[src/rtl/btb_pkg.sv]
package btb_pkg;

  typedef logic [1:0] ctr_t;

  localparam ctr_t CTR_MIN        = 2'b00;
  localparam ctr_t CTR_MAX        = 2'b11;
  localparam ctr_t CTR_WEAK_TAKEN = 2'b10;

  // Write strobes from the control to the storage datapath
  typedef struct packed {
    logic wrEn;      // write counter of the resolve slot
    logic alloc;     // (re)claim slot: set valid and tag
    logic wrTarget;  // overwrite stored destination
    ctr_t newCtr;    // counter value to store
  } btbStrobe_t;

endpackage

[src/rtl/btb_datapath.sv]
module btb_datapath
  import btb_pkg::*;
#(
  parameter int PC_W  = 32,
  parameter int IDX_W = 4
) (
  input  logic             clk,
  input  logic             rstN,
  input  logic [PC_W-1:0]  fetchPc,
  output logic [PC_W-1:0]  nextPc,
  output logic             fetchHit,
  input  logic [PC_W-1:0]  resPc,
  input  logic [PC_W-1:0]  resTarget,
  input  btbStrobe_t       strb,
  output logic             resHit,
  output ctr_t             resCtr
);

  localparam int ENTRIES = 1 << IDX_W;
  localparam int IDX_LO  = 2;
  localparam int IDX_HI  = IDX_LO + IDX_W - 1;
  localparam logic [PC_W-1:0] STEP = PC_W'(4);

  logic [ENTRIES-1:0] validQ;
  logic [PC_W-1:0]    tagQ [ENTRIES];
  logic [PC_W-1:0]    tgtQ [ENTRIES];
  ctr_t               ctrQ [ENTRIES];

  logic [IDX_W-1:0] fIdx;
  logic [IDX_W-1:0] rIdx;

  assign fIdx = fetchPc[IDX_HI:IDX_LO];
  assign rIdx = resPc[IDX_HI:IDX_LO];

  // Fetch-side lookup, combinational in the fetch cycle
  always_comb begin
    fetchHit = validQ[fIdx] && (tagQ[fIdx] == fetchPc);
    if (fetchHit && ctrQ[fIdx][1]) nextPc = tgtQ[fIdx];
    else                           nextPc = fetchPc + STEP;
  end

  // Resolve-side read port for training
  always_comb begin
    resHit = validQ[rIdx] && (tagQ[rIdx] == resPc);
    resCtr = ctrQ[rIdx];
  end

  // One storage slot per entry
  for (genvar g = 0; g < ENTRIES; g++) begin : gSlot
    logic selW;
    assign selW = strb.wrEn && (rIdx == IDX_W'(g));

    always_ff @(posedge clk or negedge rstN) begin
      if (!rstN) begin
        validQ[g] <= 1'b0;
        tagQ[g]   <= '0;
        tgtQ[g]   <= '0;
        ctrQ[g]   <= CTR_MIN;
      end else if (selW) begin
        ctrQ[g] <= strb.newCtr;
        if (strb.alloc) begin
          validQ[g] <= 1'b1;
          tagQ[g]   <= resPc;
        end
        if (strb.wrTarget) tgtQ[g] <= resTarget;
      end
    end
  end

  // an allocated slot is valid and tagged with the resolved address one edge later
  p_alloc_visible_r4: assert property (@(posedge clk) disable iff (!rstN)
    strb.alloc |=> (validQ[$past(rIdx)] && tagQ[$past(rIdx)] == $past(resPc)));

  // without a write strobe no valid flag changes
  p_quiet_keeps_valid_r5: assert property (@(posedge clk) disable iff (!rstN)
    !strb.wrEn |=> $stable(validQ));

  // a target write is visible on the following edge
  p_target_written_r7: assert property (@(posedge clk) disable iff (!rstN)
    (strb.wrEn && strb.wrTarget) |=> (tgtQ[$past(rIdx)] == $past(resTarget)));

endmodule

[src/rtl/btb_control.sv]
module btb_control
  import btb_pkg::*;
#(
  parameter int PC_W = 32
) (
  input  logic             clk,
  input  logic             rstN,
  input  logic             resValid,
  input  logic [PC_W-1:0]  resPc,
  input  logic             resTaken,
  input  logic [PC_W-1:0]  resTarget,
  input  logic [PC_W-1:0]  resPredPc,
  input  logic             resHit,
  input  ctr_t             resCtr,
  output btbStrobe_t       strb,
  output logic             kill,
  output logic [PC_W-1:0]  redirectPc
);

  localparam logic [PC_W-1:0] STEP = PC_W'(4);

  ctr_t trained;

  // Saturating counter step
  always_comb begin
    trained = resCtr;
    if (resTaken) begin
      if (resCtr != CTR_MAX) trained = resCtr + 2'd1;
    end else begin
      if (resCtr != CTR_MIN) trained = resCtr - 2'd1;
    end
  end

  always_comb begin
    strb.alloc    = resValid && resTaken && !resHit;
    strb.wrEn     = resValid && (resHit || resTaken);
    strb.wrTarget = resValid && resTaken;
    strb.newCtr   = strb.alloc ? CTR_WEAK_TAKEN : trained;
  end

  // Misprediction detection against the address fetch really used
  always_comb begin
    redirectPc = resTaken ? resTarget : (resPc + STEP);
    kill       = resValid && (resPredPc != redirectPc);
  end

  // counter never wraps past the top
  p_ctr_sat_hi_r6: assert property (@(posedge clk) disable iff (!rstN)
    (resValid && resHit && resTaken && resCtr == CTR_MAX) |-> (strb.newCtr == CTR_MAX));

  // counter never wraps past the bottom
  p_ctr_sat_lo_r6: assert property (@(posedge clk) disable iff (!rstN)
    (resValid && resHit && !resTaken && resCtr == CTR_MIN) |-> (strb.newCtr == CTR_MIN));

  // a not-taken miss issues no write
  p_nt_miss_silent_r5: assert property (@(posedge clk) disable iff (!rstN)
    (resValid && !resTaken && !resHit) |-> !strb.wrEn);

endmodule

[src/rtl/fetch_target_buffer.sv]
module fetch_target_buffer
  import btb_pkg::*;
#(
  parameter int PC_W  = 32,
  parameter int IDX_W = 4
) (
  input  logic             clk,
  input  logic             rstN,
  input  logic [PC_W-1:0]  fetchPc,
  output logic [PC_W-1:0]  nextPc,
  output logic             fetchHit,
  input  logic             resValid,
  input  logic [PC_W-1:0]  resPc,
  input  logic             resTaken,
  input  logic [PC_W-1:0]  resTarget,
  input  logic [PC_W-1:0]  resPredPc,
  output logic             kill,
  output logic [PC_W-1:0]  redirectPc
);

  btbStrobe_t strb;
  logic       resHit;
  ctr_t       resCtr;

  btb_datapath #(.PC_W(PC_W), .IDX_W(IDX_W)) dp_i (
    .clk       (clk),
    .rstN      (rstN),
    .fetchPc   (fetchPc),
    .nextPc    (nextPc),
    .fetchHit  (fetchHit),
    .resPc     (resPc),
    .resTarget (resTarget),
    .strb      (strb),
    .resHit    (resHit),
    .resCtr    (resCtr)
  );

  btb_control #(.PC_W(PC_W)) ctl_i (
    .clk        (clk),
    .rstN       (rstN),
    .resValid   (resValid),
    .resPc      (resPc),
    .resTaken   (resTaken),
    .resTarget  (resTarget),
    .resPredPc  (resPredPc),
    .resHit     (resHit),
    .resCtr     (resCtr),
    .strb       (strb),
    .kill       (kill),
    .redirectPc (redirectPc)
  );

  // a fetch that misses always falls through to the next word
  p_miss_falls_through_r3: assert property (@(posedge clk) disable iff (!rstN)
    !fetchHit |-> (nextPc == fetchPc + PC_W'(4)));

  // no kill without a resolve
  p_no_kill_idle_r8: assert property (@(posedge clk) disable iff (!rstN)
    !resValid |-> !kill);

endmodule

[config.mk]
export PLATFORM = sky130hd
export DESIGN_NAME = fetch_target_buffer
export DESIGN_NICKNAME = d
export VERILOG_FILES = /design/src/rtl/btb_pkg.sv /design/src/rtl/btb_datapath.sv /design/src/rtl/btb_control.sv /design/src/rtl/fetch_target_buffer.sv
export SDC_FILE = /design/constraint.sdc
export NUM_CORES = 2
export LEC_CHECK = 0
export ABC_AREA = 1
export BUFFER_PORTS_ARGS = -buffer_cell sky130_fd_sc_hd__buf_2
export CAP_MARGIN = 20
export CORE_MARGIN = 3
export CORE_UTILIZATION = 50
export CTS_CLUSTER_DIAMETER = 40
export DETAILED_ROUTE_END_ITERATION = 16
export PLACE_DENSITY_LB_ADDON = 0.05
export SLEW_MARGIN = 20
export SYNTH_ARGS = -nofsm -noshare
export SYNTH_HDL_FRONTEND = slang
export SYNTH_SLANG_ARGS = --single-unit
[constraint.sdc]
create_clock -name clk -period 8 [get_ports clk]
set_clock_uncertainty 0.1 [all_clocks]
set_input_delay 2.4 -clock clk [delete_from_list [all_inputs] [get_ports clk]]
set_output_delay 2.4 -clock clk [all_outputs]
set_load 0.03 [all_outputs]
==> results.cfg <==
[global_route]
grt_pass1_wl_mm = 350
track_usage_pct = 38.7
grt-ovfl-total = 0
grt_max_degree = 171
grt_pass1_vias = 53500
antenna_found_initial = 17

[finish]
layout-drive-gt1-share_pct = 10.2
syn_to_final_growth_pct = 16.0
nets = 8195

[sta]
worst_pin_slew_ns = 1.14
layout_setup_ws_ns = 0.0907
min_period_ns = 7.91
fin_crit_sh_pct = 98.9
max-slew-margin-rel_pct = 23.9
max_clock_freq_mhz = 126
setup_tns_ns = 0
setup_viol = 0
hold_viol = 0
rsz0062_at_grt = no
drv_slew = 0

[setup_path]
crit_required_ns = 5.50
end_kind = primary output
ff2ff_path_depth = 17
crit_fanout = 21
arrival_ns = 5.41
start_kind = input pin
critPathKind = input pin to primary output

[routing]
wirelength_mm = 235
vias = 57300
final_antenna_net_count = 0
viasPerCell = 5.89
post_drt_wl_per_cell_um = 24.2
first_pass_iters = 9
drc_errors = 0
drtIter0Drc = 7408

[pwr]
p_sw_mw = 5.54
power.leakage_nw = 32.9
p_per_area_nw_per_um2 = 265
clock_power_share_pct = 43.5
p_int_mw = 12.3
p_sw_share_pct = 31.1
seq_power_share_pct = 39.2
combPwrFrac_pct = 17.4
ir_drop_mv = 0.264
total_power_mw = 17.8

[cts]
cts_tree = done
cts_buffer_depth = 3
post_cts_resized = 0
path_clk_slew_ns = 0.05
htreeDepth = 4
cts-buffers-inserted = 168
worstSkewPairLatency_ns = 0.81
hold_buffers = 0
clkSinkCount = 1072
cts-root-buf = clkbuf_16
post_cts_buffers = 0

[placed_design]
place.gp.congestion = 1.02
preCtsSetupSlack_ns = 0.185
place_hpwl_mm = 149
portBuffers = 197

[logic_synthesis]
async_reset_ff_share_pct = 100
synthesis.area_um2 = 58000
ys_types = 44
synthCells = 8057
syn-num-nets = 8194
synth.ff_latch_count = 1072
synth-seq-area-share_pct = 46.3
synthTopCellsByArea = dfrtp_1, nand2_1, o21ai_0
synth_top_cells_by_count = nand2_1, o21ai_0, dfrtp_1
synth_top_area_cell = dfrtp_1
synth_enable_flop_cells = 0
yosysMostFrequentCell = nand2_1
synth_top_area_share_pct = 46.3
ys_dominant_reg_cell = dfrtp_1
synth.avg_cell_area_um2 = 7.19
yosys_warnings = 0

[floorplanning]
fp.dieW_um = 346
start_util_pct = 50.6
pin_count = 198
rows = 124
core_area_um2 = 115000
dieArea_um2 = 120000
die_h_um = 346

[flow_run]
maxCapViolations = 0

[min_path]
hold_path_class = register to register
holdPathStages = 2

[run_status]
outcome = finished clean
## through the flow
| step | cell area [um2] | hold WS [ns] | std cells | util [%] |
|---|---|---|---|---|
| after floorplan | 58000 | 0.330 | 8057 | - |
| after global placement | 61200 | 0.346 | 9399 | 53.4 |
| after detailed placement | 61200 | 0.350 | 9399 | 53.4 |
| after CTS | 67100 | 0.365 | 9712 | 58.6 |
| after global routing | 67200 | 0.389 | 9717 | 58.6 |
| final | 67200 | 0.367 | 9729 | 58.6 |
## layout make-up
| type | count | area [um2] |
|---|---|---|
| clock buffer | 199 | 4550 |
| timing repair buffer | 441 | 3980 |
| clock inverter | 114 | 1410 |
| multi-input combinational | 5721 | 26000 |
| tap | 1512 | 1890 |
| inverter | 654 | 2480 |
| fill | 10900 | 47400 |
| antenna | 16 | 40.0 |
| sequential | 1072 | 26800 |
## registers in the layout (all words and copies together) (netlist names)
signal,cells
dp_i.validQ,16
dp_i.tagQ,512
dp_i.ctrQ,32
dp_i.tgtQ,512
## cells in the final DEF, fill, tap and decap left out, types with 16 or more instances in the layout
master and n:
o22ai_1 60, inv_1 642, nor2_1 545, clkbuf_8 21, a21oi_1 386, a22oi_1 19
buf_4 157, o211ai_1 75, o221ai_1 41, nand3_1 387, or2_2 27, clkbuf_16 170
clkinvlp_4 24, nand2_1 2424, diode_2 16, buf_12 86, dfrtp_1 1072, buf_2 191
o21ai_0 1214, o21ai_1 312, nand2_2 22, o2111ai_1 16, nor3_1 30, clkinv_2 21
xor2_1 40, nand4_1 27, inv_6 26, bufinv_16 20
## power groups by stage
stage	Sequential, mW	Combinational (mW)	Clock (mW)
after CTS	6.96	3.04	7.79
after global routing	7.09	3.49	8.04
after floorplan	6.89	2.01	0
final	6.97	3.09	7.73
after detailed placement	7.04	3.02	0
after global placement	7.01	2.96	0
## worst max-delay path, stage by stage
cell and delay (ns):
buf_8 0.15, inv_8 0.26, buf_4 0.21, a21oi_1 0.06
o21ai_0 0.08, nand2_1 0.07, nand2_1 0.06, nand2_1 0.22
inv_1 0.24, nand2_1 0.07, nand2_1 0.08, buf_4 0.12
nand2_1 0.04, nor2_1 0.08, nand2_1 0.05, nor2_1 0.09
nand2_1 0.05, nor2_1 0.27, buf_4 0.23, nand3_2 0.14
nand2_1 0.09, nand2_1 0.07, buf_2 0.19
## cell families after synthesis
family	after synthesis	share of synthesized area (%)
muxes	1	0.0173
adders and majority gates	5	0.108
buffers and inverters	1264	8.98
DFF	1072	46.3
xor gates and xnor gates	47	0.710
AOI/OAI and AO/OA	2151	19.6
and+or+nand+nor	3517	24.3
## path summary, 6_finish.rpt
kind,start,endpoint,slack (ns)
max,fetchPc[2],nextPc[17],0.09
min,dp_i.tagQ[165],dp_i.tagQ[165],0.37
max reg2reg,dp_i.tagQ[507],dp_i.tagQ[439],4.48
min reg2reg,dp_i.tagQ[165],dp_i.tagQ[165],0.37
max in group asynchronous,rstN,dp_i.tgtQ[97],4.76
min in group asynchronous,rstN,dp_i.tagQ[47],1.55
## routing by layer
metal / vias to the layer above / global-route usage [%] / part of all wire, %
met4: 6 / 16.4 / 4.3
met2: 3080 / 55.3 / 42
met3: 551 / 10.8 / 12
li1: 26300 / - / -
met5: - / 0 / 0.016
met1: 27400 / 55.1 / 42
(Power assumes the default switching activity.)
